==> src/rtl/ilt_pkg.sv <==
// Package: shared types for the instruction length tracker.
// Assumes an 8-bit opcode space with instructions of 1 to 3 bytes.
package ilt_pkg;
    localparam int OP_W  = 8;
    localparam int LEN_W = 2;

    typedef struct packed {
        logic [LEN_W-1:0] len;   // total bytes, 1..3
        logic             nop;   // instruction has no effect
        logic             jam;   // instruction locks the processor
    } op_class_t;
endpackage

==> src/rtl/ilt_decode.sv <==
// Module: ilt_decode
// Purely combinational classifier for one opcode byte. Gives the total
// length, the no-op flag and the lock-up flag for every one of 256 codes.
// Assumes the caller only presents bytes known to be opcodes.
module ilt_decode
    import ilt_pkg::*;
(
    input  logic [OP_W-1:0] op,
    output op_class_t       cls
);
    logic [3:0] row;
    logic [3:0] col;
    logic       odd_row;

    assign row     = op[7:4];
    assign col     = op[3:0];
    assign odd_row = op[4];

    // Classify the opcode by its column, then refine by row.
    always_comb begin
        cls.jam = (col == 4'h2) && (!op[7] || odd_row);
        cls.nop = 1'b0;
        cls.len = 2'd2;
        unique case (col)
            4'h0: begin
                if (op == 8'h20)
                    cls.len = 2'd3;
                else if (op == 8'h00 || op == 8'h40 || op == 8'h60)
                    cls.len = 2'd1;
                cls.nop = (op == 8'h80);
            end
            4'h2: begin
                cls.len = cls.jam ? 2'd1 : 2'd2;
                cls.nop = (row == 4'h8) || (row == 4'hC) || (row == 4'hE);
            end
            4'h4: cls.nop = row inside {4'h0, 4'h1, 4'h3, 4'h4, 4'h5, 4'h6,
                                        4'h7, 4'hD, 4'hF};
            4'h8: cls.len = 2'd1;
            4'h9: begin
                cls.len = odd_row ? 2'd3 : 2'd2;
                cls.nop = (op == 8'h89);
            end
            4'hA: begin
                cls.len = 2'd1;
                cls.nop = (odd_row && row != 4'h9 && row != 4'hB) || (row == 4'hE);
            end
            4'hB: cls.len = odd_row ? 2'd3 : 2'd2;
            4'hC: begin
                cls.len = 2'd3;
                cls.nop = row inside {4'h0, 4'h1, 4'h3, 4'h5, 4'h7, 4'hD, 4'hF};
            end
            4'hD, 4'hE, 4'hF: cls.len = 2'd3;
            default: cls.len = 2'd2;
        endcase
    end
endmodule

==> src/rtl/ilt_track.sv <==
// Module: ilt_track
// Sequential part: counts remaining operand bytes, registers the class of
// the current instruction and latches the lock-up state.
// Assumes cls is the decode of byte_in; synchronous active-low reset.
module ilt_track
    import ilt_pkg::*;
#(
    parameter int IDX_W = 2
) (
    input  logic             clk,
    input  logic             rst_n,
    input  logic             byte_valid,
    input  op_class_t        cls,
    output logic             opcode_start,
    output logic [IDX_W-1:0] operand_index,
    output logic [LEN_W-1:0] length,
    output logic             is_nop,
    output logic             jammed
);
    logic [IDX_W-1:0] remain_q;
    logic             accept;
    logic             at_opcode;

    assign accept    = byte_valid && !jammed;
    assign at_opcode = (remain_q == '0);

    // Advance the opcode/operand tracking state on each accepted byte.
    always_ff @(posedge clk) begin
        if (!rst_n) begin
            remain_q      <= '0;
            opcode_start  <= 1'b0;
            operand_index <= '0;
            length        <= LEN_W'(1);
            is_nop        <= 1'b0;
            jammed        <= 1'b0;
        end else if (accept && at_opcode) begin
            opcode_start  <= 1'b1;
            operand_index <= '0;
            length        <= cls.len;
            is_nop        <= cls.nop;
            remain_q      <= IDX_W'(cls.len - LEN_W'(1));
            jammed        <= cls.jam;
        end else if (accept) begin
            opcode_start  <= 1'b0;
            operand_index <= operand_index + IDX_W'(1);
            remain_q      <= remain_q - IDX_W'(1);
        end else begin
            opcode_start  <= 1'b0;
        end
    end
endmodule

==> src/rtl/ilt_top.sv <==
// Module: ilt_top
// Instruction length tracker: marks opcodes and operands in a byte stream
// and latches a lock-up state on the jam codes.
// Assumes the first byte after reset is an opcode.
module ilt_top
    import ilt_pkg::*;
(
    input  logic       clk,
    input  logic       rst_n,
    input  logic       byte_valid,
    input  logic [7:0] byte_in,
    output logic       opcode_start,
    output logic [1:0] operand_index,
    output logic [1:0] length,
    output logic       is_nop,
    output logic       jammed
);
    op_class_t cls;

    ilt_decode u_decode (
        .op  (byte_in),
        .cls (cls)
    );

    ilt_track #(.IDX_W(2)) u_track (
        .clk           (clk),
        .rst_n         (rst_n),
        .byte_valid    (byte_valid),
        .cls           (cls),
        .opcode_start  (opcode_start),
        .operand_index (operand_index),
        .length        (length),
        .is_nop        (is_nop),
        .jammed        (jammed)
    );
endmodule

==> config.mk <==
export PLATFORM = sky130hd
export DESIGN_NAME = ilt_top
export DESIGN_NICKNAME = d
export VERILOG_FILES = /design/src/rtl/ilt_pkg.sv /design/src/rtl/ilt_decode.sv /design/src/rtl/ilt_track.sv /design/src/rtl/ilt_top.sv
export SDC_FILE = /design/constraint.sdc
export NUM_CORES = 1
export LEC_CHECK = 0
export ABC_CLOCK_PERIOD_IN_PS = 1200
export BUFFER_PORTS_ARGS = -buffer_cell sky130_fd_sc_hd__buf_2
export CORE_AREA = 2 2 39 41
export DETAILED_ROUTE_END_ITERATION = 12
export DIE_AREA = 0 0 41 43
export PLACE_DENSITY = 0.66
export SLEW_MARGIN = 20
export SYNTH_ARGS = -nofsm -noshare
export SYNTH_HDL_FRONTEND = slang
export SYNTH_SLANG_ARGS = --single-unit
==> constraint.sdc <==
create_clock -name clk -period 1.2 [get_ports clk]
set_input_delay 0.18 -clock clk [delete_from_list [all_inputs] [get_ports clk]]
set_output_delay 0.18 -clock clk [all_outputs]
set_load 0.01 [all_outputs]
==> results.yml, run 1 <==
pwr:
  switching_share_pct: 29.0
  ir_worst_vdd_mv: 0.375
  p_leak_nw: 0.351
  p_int_mw: 0.550
  p_total_mw: 0.775
  seq_power_share_pct: 43.3
  clockPowerShare_pct: 31.9
  powerDensity_nw_per_um2: 1050
  power_switching_mw: 0.225
  pwr-share-comb_pct: 24.9
timing:
  slew_viol_final: 0
  max_slew_margin_pct: 74.3
  fin_crit_sh_pct: 102
  max_freq_mhz: 814
  setup_tns_ns: -0.0297
  setup_slack_ns: -0.0290
  setup_viol_count_final: 2
  min_period_ns: 1.23
  tightest_slew_ns: 0.376
  hold_viol: 0
  rsz0062_at_grt: "yes"
  skew_ns: 0.00215
route:
  wl_per_cell_um: 10.8
  dr.pass1.iters: 4
  drcViolationCount: 0
  vias: 563
  wl_um: 1170
  detail-route-antenna-nets: 0
  initialDrtViolationCount: 2
  viasPerCell: 5.17
synthesis:
  synth-async-reset-ratio_pct: 0
  syn-instance-count: 62
  synth_cell_types: 31
  synth_edf_count: 0
  yosysWarnings: 0
  netlist_area_um2: 514
  synth.ff_latch_count: 9
  synth_area_per_cell_um2: 8.29
  synth_ff_type: "dfxtp_1"
  yosysSeqAreaShare_pct: 35.0
  syn_nets: 73
run:
  cap_violations: 0
grt:
  grt_max_degree: 9
  grt_pass1_wl_um: 1990
  track_usage_pct: 16.3
  met3_usage_pct: 1.57
  grt-ovfl-total: 0
  first_global_vias: 530
  antenna_found_initial: 0
  grt.busiest_layer: "met2"
  grt.met2_usage_pct: 26.3
  met1_usage_pct: 19.5
floorplanning:
  core_um2: 1380
  rows: 14
  start_util_pct: 37.2
  die_y_um: 43
  io_pins: 18
  dieWidth_um: 41
  die_area_um2: 1760
worst_setup_path:
  critPathLaunchType: "flop"
  critPathMaxFanout: 4
  cp.arrival_ns: 1.44
  path_cells: "nand2b_4 -> or3_4 -> nor4_4 -> o21a_1"
  slowest_stage: "or3_4"
  crit_type: "reg -> reg"
  worst_path_largest_cell_delay_ns: 0.35
  critPathCaptureType: "flop"
  critPathRequiredTime_ns: 1.41
layout:
  layout.cells.non_filler: 109
  nNetsFinal: 105
  nFillCells: 137
  area_growth_pct: 44.0
  final_area_um2: 741
  drive_above_1_share_pct: 39.8
  antenna_cells: 0
placed_design:
  hpwl_um: 951
  finalWeightedCongestion: 0.727
  placed_cells: 105
  postPlaceCellArea_um2: 706
  port-buffer-count: 17
clock_tree:
  cts_root_buf: "clkbuf_4"
  postCtsSetupBuffers: 0
  cts_buffers: 3
  clock_path_buffers: 2
  cts_tree: "built"
  htreeDepth: 1
  clkLatencyLatePin_ns: 0.27
  cts_sinks: 9
  path_clk_slew_ns: 0.06
status:
  status: "finished, violations left"
  failed_checks: "setup timing"
min_path:
  hold_class: "in -> reg"
[critical path: cells and delay by family, from the launching register on]
family	cells	cell delay (ns)
flip-flops	1	0.32
AND/OR/NAND/NOR	3	0.73
AO/OA/AOI/OAI	1	0.13
[state kept, by name (all words and copies together), names as in the netlist]
register,flops
u_track.operand_index,2
u_track.jammed,1
u_track.length,2
u_track.opcode_start,1
u_track.is_nop,1
u_track.remain_q,2
[cells in the final DEF (no fill, tap or decap), types with 2 or more instances in the layout]
cell type and count:
buf_2 17, buf_4 11, clkbuf_4 3, dfxtp_1 8
inv_1 2, nand2_1 7, nand2b_1 4, nor2_1 5
nor2b_1 4, nor3_1 2, o211a_1 2, o211ai_1 2
o21ai_0 3
[layer usage]
layer / routed length [um] / share of wire (%)
met1: 507 / 43
met2: 570 / 49
met3: 52 / 4.4
met4: 44 / 3.7
met5: 0 / 0
[cells in the mapped netlist (all sizes together) (2+ instances only)]
cell	n	area [um^2]
dfxtp	9	180
nand2	7	26.3
nand2b	5	38.8
nor2	5	18.8
nor2b	4	25.0
o21ai	4	20.0
inv	3	11.3
nor3	2	10.0
nor4	2	12.5
o211a	2	20.0
o211ai	2	15.0
[logic make-up after synthesis]
logic type / after synthesis / share of synthesized area, %
AND/OR/NAND/NOR: 31 / 35.3
buffers and inverters: 4 / 2.92
XOR/XNOR: 2 / 3.41
AO/OA/AOI/OAI: 16 / 23.4
flip-flops: 9 / 35.0
[path summary, 6_finish.rpt]
| kind | cells after the start | to | start | slack (ns) |
|---|---|---|---|---|
| worst min-delay path | 2 | u_track.length[0]$_SDFFE_PN1P_ | rst_n | 0.17 |
| worst max-delay path | 4 | u_track.jammed$_SDFFE_PN0P_ | u_track.jammed$_SDFFE_PN0P_ | -0.03 |
| worst min register to register | 2 | u_track.length[0]$_SDFFE_PN1P_ | u_track.length[0]$_SDFFE_PN1P_ | 0.47 |
| worst max register to register | 4 | u_track.jammed$_SDFFE_PN0P_ | u_track.jammed$_SDFFE_PN0P_ | -0.03 |
[power groups by stage]
stage               Clock [mW]  Sequential, mW  Combinational (mW)
detailed placement           0           0.342               0.190
CTS                      0.245           0.335               0.191
floorplan                    0           0.350              0.0889
finish                   0.247           0.335               0.193
global route             0.259           0.338               0.215
global placement             0           0.341               0.187
[metrics by stage]
stage	hold slack (ns)	utilization, %	setup WS (ns)
floorplan	0.393	-	-0.0289
global placement	0.452	51.0	-0.0141
detailed placement	0.456	51.0	-0.0565
CTS	0.185	52.9	-0.0428
global route	0.192	53.5	-0.0946
finish	0.175	53.5	-0.0290
[cell type report]
cell class	count	area (um^2)	share of cell area (%)
clock buffers	4	26.3	3.55
inverters	3	11.3	1.52
multi-input cells	49	334	45.1
flip-flops and latches	9	181	24.5
well taps	16	20.0	2.70
repair buffers	28	168	22.6
[what timing repair did]
action | 4_1_cts | 5_1_grt
resized for setup | 0 | 1
hold buffers | 0 | 0
pin swaps | 0 | 0
hold endpoints to repair | 0 | 0
endpoints found under the setup margin | 1 | 6
Note: power is estimated with default switching activity, not from simulation.
==> run 2: changes to the inputs <==
Settings changed: PLACE_DENSITY 0.66 to default, PLACE_DENSITY_LB_ADDON from default to 0.05.
==> run 2 against run 1 <==
Net effect:
- the run now ends clean
- flip-flop and latch count is the same
- sequential power is essentially flat
- combinational power is essentially flat
- cell count did not move
- critical path depth grew 1
- core utilization fell by 0.27 points
- critical endpoint is now u_track.length[0]$_SDFFE_PN1P_
- largest cell class unchanged
- largest power group unchanged
==> results.yml, run 2 (synthesis gave the netlist of run 1 again) <==
layout:
  fin_util_pct: 53.3
  area_growth_pct: 43.3
  multi_input_comb_area_um2: 330
  antenna_cells: 0
  final_common_cell: "buf_2"
  drive_above_1_share_pct: 40.9
  register_area_um2: 181
  nNetsFinal: 105
  layout_common_cells: "buf_2, buf_4, dfxtp_1"
  nFillCells: 143
  top_regs: "u_track.length: 2 flops, u_track.operand_index: 2 flops, u_track.remain_q: 2 flops"
timing:
  fin_crit_sh_pct: 99.6
  tightest_slew_ns: 0.360
  final.hold.worst_slack_ns: 0.195
  hold_viol: 0
  slew_viol_final: 0
  setup_viol_count_final: 0
  max_slew_margin_pct: 75.4
  setup_slack_ns: 0.00443
  skew_ns: 0.00625
  max_freq_mhz: 836
  setup_tns_ns: 0
  rsz0062_at_grt: "yes"
  min_period_ns: 1.20
clock_tree:
  cts_tree: "built"
  path_clk_slew_ns: 0.07
  htreeDepth: 1
  cts_sinks: 9
  cts_root_buf: "clkbuf_4"
  clkLatencyLatePin_ns: 0.26
  clock_path_buffers: 2
  cts_buffers: 3
floorplanning:
  io_pins: 18
  die_y_um: 43
  dieWidth_um: 41
  rows: 14
  core_um2: 1380
  die_area_um2: 1760
  start_util_pct: 37.2
pwr:
  p_total_mw: 0.758
  clockPowerShare_pct: 30.6
  power_switching_mw: 0.209
  ir_worst_vdd_mv: 0.332
  powerDensity_nw_per_um2: 1030
  pwr-share-comb_pct: 25.2
  seq_power_share_pct: 44.3
  switching_share_pct: 27.5
  p_int_mw: 0.549
  p_leak_nw: 0.352
worst_setup_path:
  cp-startpoint: "u_track.jammed$_SDFFE_PN0P_"
  critPathMaxFanout: 4
  critPathRequiredTime_ns: 1.34
  cp_num_cells: 5
  path_cells: "nand2b_4 -> or3_4 -> buf_4 -> nand2_1 -> o211ai_1"
  worst_path_largest_cell_delay_ns: 0.34
  crit_buf_inv: 1
  ff2ff_path_depth: 5
  endpoint: "u_track.length[0]$_SDFFE_PN1P_"
  critPathLaunchType: "flop"
  crit_type: "reg -> reg"
  regToRegStartpoint: "u_track.jammed$_SDFFE_PN0P_"
  slowest_stage: "or3_4"
  path_delay_family: "simple AND/OR/NAND/NOR gates"
  reg2reg_to: "u_track.length[0]$_SDFFE_PN1P_"
  cp.arrival_ns: 1.33
  regToRegSetupSlack_ns: 0.004
  critPathCaptureType: "flop"
route:
  drcViolationCount: 0
  wl_um: 1180
  vias: 535
  viasPerCell: 4.91
  detail-route-antenna-nets: 0
  dr.pass1.iters: 3
  initialDrtViolationCount: 7
  wl_per_cell_um: 10.9
grt:
  grt-ovfl-total: 0
  grt_max_degree: 9
  antenna_found_initial: 0
  track_usage_pct: 16.5
  first_global_vias: 494
  grt_pass1_wl_um: 1990
placed_design:
  finalWeightedCongestion: 0.766
  port-buffer-count: 17
  post-place-ws_ns: -0.0171
  hpwl_um: 947
status:
  status: "completed"
min_path:
  hold_class: "in -> reg"
run:
  cap_violations: 0
run 2: per-stage QoR:
step	std cells	cell area [um^2]
floorplan	62	522
global route	109	737
global placement	105	706
CTS	109	732
detailed placement	105	706
finish	109	737
run 2: power by group through the flow:
stage / clock network, mW / registers [mW] / logic, mW
6_report: 0.232 / 0.336 / 0.191
5_1_grt: 0.254 / 0.340 / 0.212
4_1_cts: 0.241 / 0.335 / 0.191
3_5_place_dp: 0 / 0.342 / 0.189
3_3_place_gp: 0 / 0.341 / 0.190
2_1_floorplan: 0 / 0.350 / 0.0889
run 2: layout make-up:
cell class / instances / share of cell area, %
clock buffer: 4 / 3.57
inverter: 3 / 1.53
multi-input combinational: 49 / 44.8
sequential: 9 / 24.6
tap: 16 / 2.72
timing repair buffer: 28 / 22.8
run 2: what timing repair did:
item                                    4_1_cts  5_1_grt
endpoints found under the setup margin        1        6
buffers inserted                              0        0
gates resized for setup                       0        1
hold buffers                                  0        0
pin swaps                                     1        0
run 2: worst min-delay path by stage:
stage,from,end,slack (ns),cells past startpoint
floorplan,byte_in[3],u_track.jammed$_SDFFE_PN0P_,0.39,2
global placement,u_track.length[0]$_SDFFE_PN1P_,u_track.length[0]$_SDFFE_PN1P_,0.46,2
detailed placement,rst_n,u_track.length[0]$_SDFFE_PN1P_,0.46,2
CTS,rst_n,u_track.length[0]$_SDFFE_PN1P_,0.19,2
global route,rst_n,u_track.length[0]$_SDFFE_PN1P_,0.20,2
finish,rst_n,u_track.length[0]$_SDFFE_PN1P_,0.19,2
run 2: worst register-to-register path, delay by kind of cell, from the launching register on:
| kind | cells | cell delay, ns |
|---|---|---|
| simple gates | 3 | 0.53 |
| buf+inv | 1 | 0.15 |
| flops | 1 | 0.32 |
| compound gates | 1 | 0.07 |
run 2: routing by layer:
layer	global-route usage, %	up-vias	routed length (um)
li1	-	285	-
met1	21.2	233	568
met2	25.0	15	535
met3	1.57	2	58
met4	10.0	0	22
met5	0	-	0
